### src/rtl/evb_pkg.sv
package evb_pkg;
  // sequencer states: nothing held, line held but idle, longword in flight
  typedef enum logic [1:0] {
    EVB_EMPTY = 2'd0,
    EVB_HELD  = 2'd1,
    EVB_SEND  = 2'd2
  } evb_state_e;
endpackage

### src/rtl/evb_arb.sv
module evb_arb (
  input  logic fill_req,
  input  logic wr_req,
  output logic fill_gnt,
  output logic may_start
);
  // the fill engine wins the bus unless a longword is already in flight
  always_comb begin
    fill_gnt  = fill_req && !wr_req;
    may_start = !fill_req;
  end
endmodule

### src/rtl/evb_store.sv
module evb_store #(
  parameter int TAG_W  = 28,
  parameter int WORD_W = 32,
  parameter int WORDS  = 4,
  localparam int SEL_W = $clog2(WORDS)
) (
  input  logic                    clk,
  input  logic                    capture,
  input  logic [TAG_W-1:0]        tag_in,
  input  logic [WORDS*WORD_W-1:0] line_in,
  input  logic [SEL_W-1:0]        sel,
  output logic [TAG_W-1:0]        tag_q,
  output logic [WORD_W-1:0]       word_q
);
  logic [WORD_W-1:0] words_q [WORDS];

  // datapath registers: enable only, no reset needed
  always_ff @(posedge clk) begin
    if (capture) tag_q <= tag_in;
  end

  for (genvar w = 0; w < WORDS; w++) begin : g_word
    always_ff @(posedge clk) begin
      if (capture) words_q[w] <= line_in[w*WORD_W +: WORD_W];
    end
  end

  always_comb word_q = words_q[sel];
endmodule

### src/rtl/evb_seq.sv
module evb_seq #(
  parameter int WORDS = 4,
  localparam int SEL_W = $clog2(WORDS)
) (
  input  logic             clk,
  input  logic             rst_n,
  input  logic             ld_valid,
  input  logic             ld_dirty,
  input  logic             may_start,
  input  logic             wr_ack,
  output logic             busy,
  output logic             wr_req,
  output logic             capture,
  output logic             ld_err,
  output logic [SEL_W-1:0] idx
);
  import evb_pkg::*;

  localparam logic [SEL_W-1:0] LAST_IDX = SEL_W'(WORDS - 1);

  evb_state_e       st_q, st_d;
  logic [SEL_W-1:0] idx_q, idx_d;
  logic             err_q, err_d;

  always_comb begin
    st_d    = st_q;
    idx_d   = idx_q;
    capture = 1'b0;
    err_d   = ld_valid && (st_q != EVB_EMPTY);
    case (st_q)
      EVB_EMPTY: begin
        if (ld_valid && ld_dirty) begin
          st_d    = EVB_HELD;
          idx_d   = '0;
          capture = 1'b1;
        end
      end
      EVB_HELD: begin
        if (may_start) st_d = EVB_SEND;
      end
      EVB_SEND: begin
        if (wr_ack) begin
          if (idx_q == LAST_IDX) begin
            st_d = EVB_EMPTY;
          end else begin
            st_d  = EVB_HELD;
            idx_d = idx_q + SEL_W'(1);
          end
        end
      end
      default: st_d = EVB_EMPTY;
    endcase
  end

  always_ff @(posedge clk or negedge rst_n) begin
    if (!rst_n) begin
      st_q  <= EVB_EMPTY;
      idx_q <= '0;
      err_q <= 1'b0;
    end else begin
      st_q  <= st_d;
      idx_q <= idx_d;
      err_q <= err_d;
    end
  end

  always_comb begin
    busy   = (st_q != EVB_EMPTY);
    wr_req = (st_q == EVB_SEND);
    ld_err = err_q;
    idx    = idx_q;
  end
endmodule

### src/rtl/evict_line_buf.sv
module evict_line_buf #(
  parameter int ADDR_W = 32,
  parameter int WORD_W = 32,
  parameter int WORDS  = 4,
  localparam int SEL_W    = $clog2(WORDS),
  localparam int BYTE_OFF = $clog2(WORD_W / 8),
  localparam int TAG_W    = ADDR_W - SEL_W - BYTE_OFF
) (
  input  logic                    clk,
  input  logic                    rst_n,
  input  logic                    ld_valid,
  input  logic                    ld_dirty,
  input  logic [TAG_W-1:0]        ld_tag,
  input  logic [WORDS*WORD_W-1:0] ld_line,
  output logic                    busy,
  output logic                    ld_err,
  input  logic                    fill_req,
  output logic                    fill_gnt,
  output logic                    mem_wr_req,
  output logic [ADDR_W-1:0]       mem_wr_addr,
  output logic [WORD_W-1:0]       mem_wr_data,
  input  logic                    mem_wr_ack
);
  logic             may_start;
  logic             capture;
  logic [SEL_W-1:0] idx;
  logic [TAG_W-1:0] tag_q;

  evb_arb u_arb (
    .fill_req  (fill_req),
    .wr_req    (mem_wr_req),
    .fill_gnt  (fill_gnt),
    .may_start (may_start)
  );

  evb_seq #(.WORDS(WORDS)) u_seq (
    .clk       (clk),
    .rst_n     (rst_n),
    .ld_valid  (ld_valid),
    .ld_dirty  (ld_dirty),
    .may_start (may_start),
    .wr_ack    (mem_wr_ack),
    .busy      (busy),
    .wr_req    (mem_wr_req),
    .capture   (capture),
    .ld_err    (ld_err),
    .idx       (idx)
  );

  evb_store #(.TAG_W(TAG_W), .WORD_W(WORD_W), .WORDS(WORDS)) u_store (
    .clk     (clk),
    .capture (capture),
    .tag_in  (ld_tag),
    .line_in (ld_line),
    .sel     (idx),
    .tag_q   (tag_q),
    .word_q  (mem_wr_data)
  );

  always_comb mem_wr_addr = {tag_q, idx, {BYTE_OFF{1'b0}}};
endmodule

### config.mk
export PLATFORM = sky130hd
export DESIGN_NAME = evict_line_buf
export DESIGN_NICKNAME = d
export VERILOG_FILES = /design/src/rtl/evb_pkg.sv /design/src/rtl/evb_arb.sv /design/src/rtl/evb_store.sv /design/src/rtl/evb_seq.sv /design/src/rtl/evict_line_buf.sv
export SDC_FILE = /design/constraint.sdc
export NUM_CORES = 1
export LEC_CHECK = 0
export ABC_AREA = 1
export BUFFER_PORTS_ARGS = -buffer_cell sky130_fd_sc_hd__buf_4
export CAP_MARGIN = 20
export CELL_PAD_IN_SITES_DETAIL_PLACEMENT = 1
export CELL_PAD_IN_SITES_GLOBAL_PLACEMENT = 1
export CORE_ASPECT_RATIO = 0.8
export CORE_MARGIN = 5
export CORE_UTILIZATION = 36
export CTS_BUF_LIST = sky130_fd_sc_hd__clkbuf_8
export CTS_CLUSTER_DIAMETER = 150
export DETAILED_ROUTE_END_ITERATION = 7
export PLACE_DENSITY_LB_ADDON = 0.1
export SYNTH_ARGS = -nofsm -noshare
export SYNTH_HDL_FRONTEND = slang
export SYNTH_SLANG_ARGS = --single-unit
export TNS_END_PERCENT = 30
### constraint.sdc
create_clock -name clk -period 4 [get_ports clk]
set_input_delay 0.8 -clock clk [delete_from_list [all_inputs] [get_ports clk]]
set_output_delay 0.8 -clock clk [all_outputs]
set_load 0.02 [all_outputs]
=== Yosys cells after proc, flatten, opt, wreduce, memory -nomap -nowiden ===
Memories as Yosys holds them, arrays and structs flattened.
Index checks and enable logic that the tools add are counted.
W data, S select, Z words.

* Register bits: 33
* Memory bits (writable): 128
* Input port bits: 162
* Output and inout port bits: 68
* Logic and storage cells: 35
* Memories kept: 1

{| class="wikitable"
|+ Memory list
! name !! depth !! bits a word !! read ports !! clocked after Yosys merged registers in !! wr ports !! line !! text
|-
| u_store.words_q || 4 || 32 || 1 || 0 || 4 || evb_store.sv:15 || <nowiki>logic [WORD_W-1:0] words_q [WORDS];</nowiki>
|}

* Add/subtract/negate cells: 1
* Eq/ne operators: 7
* Multiplexer cells: 13
* Reductions and logical operators: 9

{| class="wikitable"
|+ Operators with widths
! cell !! number
|-
| $mux W2 || 6
|-
| $ne A2 B2 Y1 const B || 3
|-
| $pmux W2 S3 || 1
|-
| $mux W1 || 5
|-
| $eq A2 B2 Y1 const B || 2
|-
| $pmux W2 S2 || 1
|-
| $reduce_and A4 Y1 || 1
|-
| $reduce_bool A2 Y1 || 2
|-
| $logic_and A1 B1 Y1 || 3
|-
| $reduce_and A3 Y1 || 1
|-
| $add A2 B1 Y2 const B || 1
|-
| $eq A2 B1 Y1 const B || 1
|-
| $logic_not A2 Y1 || 1
|-
| $ne A2 B1 Y1 const B || 1
|-
| $logic_not A1 Y1 || 1
|}

=== Depth between registers and ports, before layout ===
Gate-level depths: netlist (run 1).

* Depth after elaboration: 5
* Gate-level depth with buffers: 6
* Depth with buffers taken out: 6

=== By module ===
A second synthesis (run 1) with hierarchy kept.

* Cell total of the unflattened synthesis: 570
* Area, all modules: 6548.8 um^2

{| class="wikitable"
|+ By module, submodules not included
! module !! instances !! cells each !! area an instance (um^2) !! seq. area each (um^2)
|-
| evb_store || 1 || 530 || 6247.2 || 4684.5
|-
| evb_seq || 1 || 35 || 272.8 || 125.1
|-
| evict_line_buf || 1 || 3 || 18.8 || 0.0
|-
| evb_arb || 1 || 2 || 10.0 || 0.0
|}

=== Least setup slack after synthesis (run 1) ===
OpenSTA, ideal clock, no wires.

* Path kind: input to register
* Start: in ld_valid
* End: reg u_store.tag_q[0] (enable)
* Setup time: 0.508 ns
* Arrival: 3.972 ns
* Data required time: 3.492 ns
* Setup slack: -0.479 ns
* Stages on the path: 2
* Buffers on the path: 0
* Cells stage by stage: nand3_1 inv_1

* Word-level cells in the longest chain between the ends: 3

{| class="wikitable"
|+ Ends and longest elaborated chain
! item !! line !! text
|-
| from (decl) || evict_line_buf.sv:11 || <nowiki>input logic ld_valid,</nowiki>
|-
| $logic_and A1 B1 Y1 || evb_seq.sv:32 || <nowiki>if (ld_valid && ld_dirty) begin</nowiki>
|-
| $mux W1 || evb_seq.sv:32 ||
|-
| $mux W1 || evb_seq.sv:30 || <nowiki>case (st_q)</nowiki>
|-
| named net capture || evict_line_buf.sv:25 || <nowiki>logic capture;</nowiki>
|-
| to (signal assigned) || evb_store.sv:19 || <nowiki>if (capture) tag_q <= tag_in;</nowiki>
|-
| to (decl) || evb_store.sv:12 || <nowiki>output logic [TAG_W-1:0] tag_q,</nowiki>
|}

The timed path passes the listed nets, and every way through them passes these cells.
A chain may end at the register's enable or synchronous reset.

=== Worst setup path after layout (run 1) ===
* Start: reg u_seq.idx_q[1] (netlist: u_seq.idx[1])
* End: out mem_wr_data[17]

* Word-level cells in the longest chain between the ends: 1

{| class="wikitable"
|+ Ends and longest elaborated chain
! item !! line !! text
|-
| from (decl) || evb_seq.sv:22 || <nowiki>logic [SEL_W-1:0] idx_q, idx_d;</nowiki>
|-
| from (signal assigned) || evb_seq.sv:62 || <nowiki>idx_q <= idx_d;</nowiki>
|-
| $mem_v2 Z4 W32 || -- ||
|-
| to (decl) || evict_line_buf.sv:21 || <nowiki>output logic [WORD_W-1:0] mem_wr_data,</nowiki>
|}

No other way between the ends.

==> summary.txt, run 1 <==
Timing
  • Fmax: about 0.34 GHz
  • Hold Vio Cnt, Final: 0
  • Tmin final: just under 3000 ps
  • Period utilization: 73.79%
  • RSZ-0062 raised after global routing: false
  • Post-Route Skew: between 6 and 7 ps
  • Relative slew margins: 39.68%
  • Slew @ Worst Pin: ~900 ps
  • Fin. max-slew vios: 0
  • Setup TNS: 0 ps
  • Final setup fails: 0

Place
  • GP Congestion: 0.7396
  • IO Port Bufs: 227
  • Placed cell count: 798
  • Dpl cell area: 7724 µm²
  • DPL Wire Length: 10,330 µm

Yosys
  • Register area share after synthesis: 82.03%
  • Synth area leaders: edfxtp_1 (80%), nor2_1 (4.5%), o21ai_0 (4.2%)
  • Syn Area/Cell: 15.72 µm²
  • Mapped cell area: approximately 6000 µm²
  • Synth area leader: edfxtp_1
  • Seq cells post-synth: 161
  • Post-synth top area share: approximately four fifths
  • Cells after Synth: around 370
  • Distinct cells, synth: 17
  • Synth warn: 0

Clock tree
  • Clock-pin slew on the worst setup and hold paths: 90 ps
  • H-tree depth: 4
  • Clk buf depth: 2
  • PostCTS Resize Cnt: 0
  • Number of buffers created by CTS: 17
  • Clk root buf: clkbuf_8
  • Hold Buf Count CTS: 0
  • Skew-Pair Late Insertion Delay: 450 ps
  • Clock sink count: 161
  • Post-CTS setup buffers: 0
  • TritonCTS clock tree: done

Outcome
  • Status: finished, final reports clean

Global routing
  • Global route total overflow: 0
  • Global-route wire length before repair: 22,430 µm
  • Initial antenna violation count: 0
  • Total global routing track utilization: 15.72%
  • Vias in the first global route: 4,264
  • Pin count of the biggest net entering global routing: 157

Finish
  • Layout cells sized above 1: a little over two fifths
  • Non-filler instance count after layout: 831
  • Final core occ: 51.11%
  • ANT cells: 0
  • Layout fillers: roughly 1,600
  • Final nets: about 770
  • Area Overhead vs Synth: 38.63%
  • Final instance area: 8128 µm²

Drt
  • Initial drt markers: 179
  • Residual DRC count: 0
  • ANT nets after route: 0
  • DR vias: 3,872
  • First-pass detailed-route iteration total: 4
  • Routed len/inst: 18.16 µm
  • Vias per inst: about 4.7
  • DRT Wirelength: 15,100 µm

Setup path
  • Worst Setup End Kind: output port
  • CP Class: reg -> out
  • Max FO, Critical Path: 32
  • Crit start category: flop
  • WP data required: 3200 ps
  • Data arrival time of the worst path: 2150 ps

Min path
  • Hold/Removal Path Class: in -> async

Power
  • Peak VDD IR: 0.2850 mV
  • Post-route total power: 0.004754 W
  • Pwr Density: slightly below 600 nW/µm²
  • Leak: 3.158 nW

Floorplanning
  • Core Area: 15,900 µm²
  • Die X: 152.7 µm
  • Total Die Area: 18,950 µm²
  • IO Pins: 230
  • Initial core utilization: between 30% and 40%
  • Die Ht: 124.1 µm
  • # rows: 41

Run
  • Max-cap viol count: 0
path summary, 6_finish.rpt:
kind / depth (start not counted) / start / endpoint / slack (ps)
worst min register to register: 2 / u_seq.st_q[1] / u_seq.ld_err / 540
max in group asynchronous: 1 / rst_n / u_seq.idx[0] / 3740
worst min-delay path: 1 / rst_n / u_seq.ld_err / 140
min in group clk: 1 / ld_line[20] / u_store.words_q[0][20] / 520
worst max-delay path: 4 / u_seq.idx[1] / mem_wr_data[17] / 1050
worst max register to register: 4 / u_seq.st_q[0] / u_store.tag_q[27] / 1920
registers in the layout, summed over array words and instances (netlist names):
signal and count:
u_seq.idx 2, u_seq.ld_err 1, u_store.words_q 128, u_seq.st_q 2, u_store.tag_q 28
cells in the mapped netlist:
library cell,number
buf_2,6
buf_4,8
buf_6,5
clkbuf_2,2
conb_1,1
dfrtp_1,5
edfxtp_1,156
ha_1,1
inv_1,7
inv_2,2
nand2_1,7
nand3_1,4
nor2_1,71
o211ai_1,1
o21ai_0,49
o21ai_1,15
o22ai_1,33
critical path, stage by stage, from the launching register on:
cell and delay [ps]:
dfrtp_1 580, inv_2 530, o21ai_0 180, o22ai_1 210, buf_4 190
power breakdown:
group | leakage [nW] | internal, W | switching (W)
combinational | 1.47 | 0.000536 | 0.000892
sequential | 1.50 | 0.00211 | 0.0000613
clock | 0.187 | 0.000512 | 0.000647
per-layer routing:
layer	part of all wire (%)	GRT usage (%)	routed length (µm)	up-vias
met4	1.1	5.843	159	0
met2	52	27.02	7810	134
met3	8.7	7.051	1315	9
met5	0	0	0	-
met1	38	17.47	5810	1866
li1	-	-	-	1863
kinds of logic after synthesis:
group,after synthesis,share of synthesized area [%]
other,1,0.06396
adders and majority gates,1,0.2134
DFF,161,82.03
buffers and inverters,30,3.244
AOI/OAI and AO/OA,98,9.112
and+or+nand+nor,82,5.335
cell type report:
cell class	instances	area (µm²)	area share, %
sequential	161	4811	59.19
timing repair buffer	231	1759	21.64
multi-input combinational	183	867.1	10.67
tap	215	269.0	3.310
clock buffer	17	234.0	2.879
clock inverter	15	150.1	1.847
inverter	9	37.54	0.4618
through the flow:
step	setup WS, ps	hold slack [ps]
5_1_grt	795.6	99.14
6_report	1048	136.2
4_1_cts	906.0	97.62
3_3_place_gp	1480	494.8
3_5_place_dp	1425	520.6
2_1_floorplan	271.2	477.5
cells in the final DEF, fill, tap and decap left out:
cell        synthesis  layout
o211ai_1            1       1
buf_4               8     229
nand2_1             7       7
dfrtp_1             5       4
clkbuf_8            0      17
conb_1              1       2
buf_12              0       2
nand3_1             4       4
ha_1                1       1
nor2_1             71      71
o22ai_1            33      33
clkinvlp_4          0       5
clkinv_4            0       1
o21ai_1            15      15
inv_2               2       2
bufinv_16           0       1
dfrtp_2             0       1
inv_6               0       5
o21ai_0            49      49
inv_8               0       3
inv_1               7       7
edfxtp_1          156     156
Note: power is estimated with default switching activity, not from simulation.
==> run 2: changes to the inputs <==
--- a/config.mk
+++ b/config.mk
@@ -5,14 +5,14 @@
 export SDC_FILE = /design/constraint.sdc
 export NUM_CORES = 1
 export LEC_CHECK = 0
-export ABC_AREA = 1
+export ABC_AREA = 0
 export BUFFER_PORTS_ARGS = -buffer_cell sky130_fd_sc_hd__buf_4
 export CAP_MARGIN = 20
 export CELL_PAD_IN_SITES_DETAIL_PLACEMENT = 1
 export CELL_PAD_IN_SITES_GLOBAL_PLACEMENT = 1
 export CORE_ASPECT_RATIO = 0.8
 export CORE_MARGIN = 5
-export CORE_UTILIZATION = 36
+export CORE_UTILIZATION = 38
 export CTS_BUF_LIST = sky130_fd_sc_hd__clkbuf_8
 export CTS_CLUSTER_DIAMETER = 150
 export DETAILED_ROUTE_END_ITERATION = 7
==> constraint.sdc (replaced) <==
create_clock -name clk -period 2.5 [get_ports clk]
set_input_delay 0.5 -clock clk [delete_from_list [all_inputs] [get_ports clk]]
set_output_delay 0.5 -clock clk [all_outputs]
set_load 0.02 [all_outputs]
==> run 2 against run 1 <==
Highest routed layer unchanged. Sequential power increased by 62%. Cell count down 20%. First-iteration DRC count shrank 17%. Combinational power rose by 66%. Flip-flop and latch count stayed put. Critical endpoint is now mem_wr_data[1]. Power increased by 65%. Utilization up 3.2 points. Clock-buffer cell count unchanged. Clock power grew 69%. Critical path depth down 1. Hold slack improved by 93 ps.
==> summary.txt, run 2 <==
Yosys
  • Count leader, synth: edfxtp_1
  • Distinct cells, synth: 24 (+7)
  • Synth warn: 0 (unchanged)
  • Cells after Synth: 220 (-41%)
  • Synth area leaders: edfxtp_1 (81%), mux4_2 (11%), dfrtp_1 (2.2%)
  • Synth area leader: edfxtp_1
  • EDFF count, synth: 156 (unchanged)
  • Mapped cell area: 5766 µm² (-1.7%)
  • Seq cells post-synth: 161 (unchanged)
  • Ys flop type: edfxtp_1
  • Post-synth top cells: edfxtp_1 (156), mux4_2 (29), dfrtp_1 (5)
  • Post-synth top area share: 81.25% (+1.4 points)
  • Syn Area/Cell: 26.21 µm² (+67%)
  • Post-synth ARST share: 3.106% (unchanged)
  • Register area share after synthesis: 83.42% (+1.4 points)

Setup path
  • FF-to-FF setup slack: 680 ps (-1240 ps)
  • Reg2reg start: u_seq.idx[1]
  • Max FO, Critical Path: 12 (-63%)
  • Top cell by count, worst path: buf_4
  • FF-to-FF End: u_seq.idx[0]
  • WP data required: 2000 ps (-1200 ps)
  • CP Class: reg -> out
  • CP bufs+invs: 2 (unchanged)
  • Crit-path cells: buf_4 -> mux4_1 -> buf_4
  • Worst Setup End Kind: output port
  • Crit-path leading delay family: multiplexers
  • Crit start category: flop
  • Data arrival time of the worst path: 1860 ps (-290 ps)
  • Critical Path Max Stage Delay: 590 ps (about the same)
  • Slowest stage cell, crit path: mux4_1
  • R2R cell count: 5 (+1)

Floorplanning
  • Core Area: 14,960 µm² (-5.9%)
  • Die Ht: 120.2 µm (-3.2%)
  • Die X: 147.7 µm (-3.3%)
  • # rows: 40 (-2.4%)
  • Initial core utilization: 38.53% (+1.7 points)
  • Total Die Area: 17,750 µm² (-6.3%)
  • IO Pins: 230 (unchanged)

Finish
  • Leading cell type in the layout, fill and taps excluded: buf_4
  • Top Registers: u_store.words_q x128, u_store.tag_q x28
  • Layout fillers: 1,370 (-15%)
  • ANT cells: 0 (unchanged)
  • Final nets: 626 (-18%)
  • Most frequent cells in the layout: buf_4 (228), edfxtp_1 (156), mux4_2 (29)
  • Layout cells sized above 1: 62.11% (+19 points)
  • Flip-flop count of the largest register after layout: 128 (unchanged)
  • Area Overhead vs Synth: 40.86%
  • Final instance area: 8122 µm² (about the same)
  • Top reg by flops: u_store.words_q

Drt
  • Vias per inst: 4.664 (+0.10%)
  • ANT nets after route: 0 (unchanged)
  • DRT Wirelength: 13,060 µm (-14%)
  • Residual DRC count: 0 (unchanged)
  • Initial drt markers: 149 (-17%)
  • First-pass detailed-route iteration total: 4 (unchanged)
  • Routed len/inst: 19.66 µm (+8.2%)
  • DR vias: 3,097 (-20%)

Timing
  • Post-Route Skew: 12.45 ps (+5.774 ps)
  • Period utilization: between 90% and 100%
  • Hold Vio Cnt, Final: 0 (unchanged)
  • RSZ-0062 raised after global routing: false
  • Fin. max-slew vios: 0 (unchanged)
  • Final setup fails: 0 (unchanged)
  • Tmin final: between 2000 and 2500 ps
  • Fmax: 0.4244 GHz

Global routing
  • Total global routing track utilization: 15.01% (-0.71 points)
  • Vias in the first global route: 3,656 (-14%)
  • Pin count of the biggest net entering global routing: 84 (-46%)
  • Global-route wire length before repair: 19,770 µm (-12%)
  • Global route total overflow: 0 (unchanged)
  • Initial antenna violation count: 0 (unchanged)

Power
  • Peak VDD IR: 0.5489 mV (+93%)
  • Pwr Density: 968.4 nW/µm² (+66%)
  • Post-route total power: 0.007865 W (+65%)
  • Leak: 3.100 nW (-1.8%)

Clock tree
  • Clk buf depth: 2 (unchanged)
  • PostCTS Resize Cnt: 0 (unchanged)
  • Clk root buf: clkbuf_8
  • TritonCTS clock tree: done
  • H-tree depth: 4 (unchanged)
  • Post-CTS setup buffers: 0 (unchanged)
  • Clock-pin slew on the worst setup and hold paths: 80 ps (about the same)
  • Clock sink count: 161 (unchanged)
  • Skew-Pair Late Insertion Delay: 440 ps (about the same)
  • Hold Buf Count CTS: 1 (+1)
  • Number of buffers created by CTS: 17 (unchanged)

Run
  • Max-cap viol count: 0 (unchanged)

Place
  • IO Port Bufs: 227 (unchanged)
  • Dpl cell area: 7702 µm² (-0.28%)
  • GP Congestion: 0.6986 (-5.5%)
  • DPL Wire Length: 9452 µm (-8.5%)

Outcome
  • Status: finished, final reports clean

Min path
  • Worst min-delay path startpoint: ld_tag[13]
  • Hold Path End: u_store.tag_q[13]
  • Hold/Removal Path Class: in -> reg
  • Hold path cells: 1
## run 2: cell types whose count changed after synthesis, sizes merged, moves of 4 or more
cell,previous run,this run
nor2,71,2
o21ai,64,1
o22ai,33,0
mux4,0,32
buf,19,9
inv,9,2
nand2,7,1
nand3,4,0
## run 2: how the worst max path moves through the flow
stage,startpoint,end,slack [ps],depth (start not counted)
CTS,u_seq.idx[0],mem_wr_data[1],70,3
global route,u_seq.idx[0],mem_wr_data[1],50,3
finish,u_seq.idx[0],mem_wr_data[1],140,3
detailed placement,u_seq.idx[0],mem_wr_data[1],580,3
global placement,u_seq.idx[0],mem_wr_data[1],570,3
floorplan,u_seq.st_q[1],u_store.tag_q[0],-900,2
## run 2: per-stage QoR
step	hold slack [ps]	instances	setup slack (ps)	utilization [%]	setup TNS [ps]
6_report	229.2	664	144.0	54.27	0
5_1_grt	178.4	664	46.56	54.27	0
4_1_cts	180.9	664	71.75	54.27	0
3_5_place_dp	313.5	632	575.2	51.47	0
3_3_place_gp	310.2	632	569.4	51.47	0
2_1_floorplan	204.4	221	-900.8	-	-140520
## run 2: cells by family (layout without fill, tap and decap cells)
kind of cell             count (synthesis)  count (layout)  synth area share (%)
AND/OR/NAND/NOR                          8               8                0.8899
AO/OA/AOI/OAI                            4               4                0.5642
flip-flops                             161             161                 83.42
multiplexers                            33              33                 12.89
buffers and inverters                   12             266                 1.953
adder cells (fa/ha/maj)                  1               1                0.2170
other                                    1               2               0.06504
## run 2: area by class of cell
type                    instances  area, µm²  share of cell area, %
clock buffers                  17      234.0                  2.881
well taps                     189      236.5                  2.912
multi-input cells              48      854.6                  10.52
repair buffers                233       1802                  22.18
flip-flops and latches        161       4812                  59.25
inverters                       2      7.507                0.09244
clock inverters                14      175.2                  2.157
## run 2: power by group
part	switching [W]	internal, W	leakage [nW]
Combinational	0.00122	0.00116	1.38
Sequential	0.000131	0.00339	1.50
Clock	0.000899	0.00107	0.216
Total	0.00225	0.00561	3.10
## run 2: layer usage
layer	wire [µm]	global-route usage, %
met4	166	5.239
met2	6391	24.23
met1	4887	16.88
met3	1610	8.355
met5	0	0
==> run 3: changes to the inputs <==
--- a/config.mk
+++ b/config.mk
@@ -16,7 +16,7 @@
 export CTS_BUF_LIST = sky130_fd_sc_hd__clkbuf_8
 export CTS_CLUSTER_DIAMETER = 150
 export DETAILED_ROUTE_END_ITERATION = 7
-export PLACE_DENSITY_LB_ADDON = 0.1
+export PLACE_DENSITY = 0.82
 export SYNTH_ARGS = -nofsm -noshare
 export SYNTH_HDL_FRONTEND = slang
 export SYNTH_SLANG_ARGS = --single-unit
==> run 3 against run 2 <==
Maximum frequency decreased by 0.21%. Clock power increased by 7%. Non-clock buffer count increased by 11. Sequential power increased by 3%. Die area unchanged. Critical path depth unchanged. Critical endpoint is now mem_wr_data[15]. First-iteration DRC count increased by 7.4%. Combinational power about the same. Register-to-register slack got worse by 40 ps.
==> summary.txt, run 3 (same netlist as run 2, synthesis figures left out) <==
Place
  • DPL Wire Length: 10,730 µm (+14%)
  • IO Port Bufs: 227 (unchanged)
  • Pre-CTS setup slack: 401.3 ps (-173.9 ps)
  • Dpl cell area: 7770 µm² (+0.88%)
  • GP Congestion: 0.7582 (+8.5%)

Finish
  • Final instance area: 8242 µm² (+1.5%)
  • Top reg by flops: u_store.words_q
  • Leading cell type in the layout, fill and taps excluded: buf_4
  • Area Overhead vs Synth: 42.95%
  • Layout fillers: 1,369 (-0.073%)
  • Layout cells sized above 1: 63.66% (+1.5 points)
  • Top Registers: u_store.words_q x128, u_store.tag_q x28
  • Final nets: 637 (+1.8%)
  • ANT cells: 0 (unchanged)
  • Most frequent cells in the layout: buf_4 (239), edfxtp_1 (156), mux4_2 (29)
  • Flip-flop count of the largest register after layout: 128 (unchanged)

Global routing
  • GRT met2 Usage: 28.70% (+4.5 points)
  • GR peak layer: met2
  • GRT met1 Usage: 17.80% (+0.92 points)
  • Vias in the first global route: 3,807 (+4.1%)
  • Total global routing track utilization: 16.43% (+1.4 points)
  • Global route total overflow: 0 (unchanged)
  • Initial antenna violation count: 0 (unchanged)
  • Pin count of the biggest net entering global routing: 37 (-56%)
  • Global-route wire length before repair: 21,610 µm (+9.3%)
  • GR Util met3: 8.243% (-0.11 points)

Run
  • Max-cap viol count: 0 (unchanged)

Setup path
  • Critical Path Max Stage Delay: 550 ps (-40 ps)
  • Crit-path leading delay family: multiplexers
  • CP bufs+invs: 2 (unchanged)
  • Slowest stage cell, crit path: mux4_2
  • Crit-path cells: buf_4 -> mux4_2 -> buf_4
  • Top cell by count, worst path: buf_4
  • Max FO, Critical Path: 9 (-3)
  • WP data required: 2000 ps (about the same)
  • Worst Setup End Kind: output port
  • CP Class: reg -> out
  • Crit start category: flop
  • Data arrival time of the worst path: 1860 ps (about the same)

Clock tree
  • Clock sink count: 161 (unchanged)
  • Number of buffers created by CTS: 17 (unchanged)
  • Skew-Pair Late Insertion Delay: 450 ps (about the same)
  • Clock-pin slew on the worst setup and hold paths: 90 ps (about the same)
  • H-tree depth: 4 (unchanged)
  • Clk buf depth: 2 (unchanged)
  • TritonCTS clock tree: done
  • Clk root buf: clkbuf_8

Timing
  • Setup TNS: 0 ps (unchanged)
  • Final setup fails: 0 (unchanged)
  • Period utilization: 94.44% (+0.20 points)
  • Fmax: 0.4236 GHz (-0.21%)
  • Post-Route Skew: 10.73 ps (-1.719 ps)
  • Relative slew margins: around 58%
  • Hold Vio Cnt, Final: 0 (unchanged)
  • Hold WS: 223.5 ps (-5.715 ps)
  • Tmin final: 2361 ps (+4.923 ps)
  • Slew @ Worst Pin: 623.3 ps
  • Setup WS post-layout: 139.0 ps (-4.923 ps)
  • Fin. max-slew vios: 0 (unchanged)
  • RSZ-0062 raised after global routing: false

Min path
  • Hold/Removal Path Class: in -> reg

Floorplanning
  • Die Ht: 120.2 µm (unchanged)
  • Core Area: 14,960 µm² (unchanged)
  • Die X: 147.7 µm (unchanged)
  • IO Pins: 230 (unchanged)
  • Total Die Area: 17,750 µm² (unchanged)
  • Initial core utilization: 38.53% (unchanged)
  • # rows: 40 (unchanged)

Outcome
  • Status: finished, final reports clean

Drt
  • Vias per inst: 4.703 (+0.83%)
  • First-pass detailed-route iteration total: 4 (unchanged)
  • DRT Wirelength: 14,310 µm (+9.6%)
  • ANT nets after route: 0 (unchanged)
  • Initial drt markers: 160 (+7.4%)
  • Residual DRC count: 0 (unchanged)
  • Routed len/inst: 21.16 µm (+7.6%)
  • DR vias: 3,179 (+2.6%)

Power
  • Peak VDD IR: 0.5513 mV (+0.44%)
  • Pwr Density: 980.6 nW/µm² (+1.3%)
  • Leak: 3.161 nW (+2.0%)
-- run 3: cell types whose count changed in the layout (fill, tap and decap cells not counted) --
cell / before / now
inv_1: 5 / 3
clkinvlp_4: 1 / 3
clkinv_2: 3 / 2
clkbuf_8: 17 / 19
buf_4: 228 / 239
dfrtp_2: 2 / 1
dfrtp_4: 0 / 1
clkinv_4: 2 / 0
inv_6: 0 / 3
clkinv_1: 1 / 0
-- run 3: routing by layer --
metal | vias up | wire [µm] | share of wire, %
met1 | 1585 | 5186 | 36
met2 | 151 | 7449 | 52
li1 | 1432 | - | -
met4 | 0 | 116 | 0.81
met5 | - | 0 | 0
met3 | 11 | 1553 | 11
-- run 3: final timing paths --
| path | slack [ps] | from | end | depth (start not counted) |
|---|---|---|---|---|
| max | 140 | u_seq.idx[0] | mem_wr_data[15] | 3 |
| min reg2reg | 660 | u_seq.st_q[1] | u_seq.st_q[0] | 2 |
| min | 220 | ld_tag[20] | u_store.tag_q[20] | 1 |
| max reg2reg | 640 | u_seq.idx[1] | u_seq.idx[0] | 4 |
| max in group asynchronous | 1950 | rst_n | u_seq.idx[1] | 2 |
| min in group asynchronous | 430 | rst_n | u_seq.idx[1] | 2 |
-- run 3: stage by stage --
step                      std cells  total power (W)  utilization (%)
after floorplan                 221         0.005017                -
after global placement          641         0.005983            51.92
after detailed placement        641         0.006071            51.92
after CTS                       676         0.008223            55.08
after global routing            676         0.008487            55.08
final                           676         0.008082            55.08
-- run 3: repair_timing --
item	4_1_cts	5_1_grt
endpoints found under the hold margin	5	0
resized for setup	1	0
buffers inserted	2	0
endpoints found under the setup margin	32	0
hold buffers	1	0
-- run 3: area by class of cell --
| cell class | instances | area, µm² | area share (%) |
|---|---|---|---|
| multi-input combinational | 48 | 854.6 | 10.37 |
| clock inverter | 13 | 182.7 | 2.216 |
| inverter | 2 | 7.507 | 0.09109 |
| clock buffer | 19 | 261.5 | 3.173 |
| timing repair buffer | 244 | 1884 | 22.86 |
| tap | 189 | 236.5 | 2.869 |
| sequential | 161 | 4815 | 58.42 |
-- run 3: power breakdown --
| group | internal [W] | switching [W] | total, W |
|---|---|---|---|
| combinational | 0.00120 | 0.00116 | 0.00236 |
| sequential | 0.00339 | 0.000232 | 0.00362 |
| clock | 0.00114 | 0.000960 | 0.00210 |
| total | 0.00573 | 0.00236 | 0.00808 |
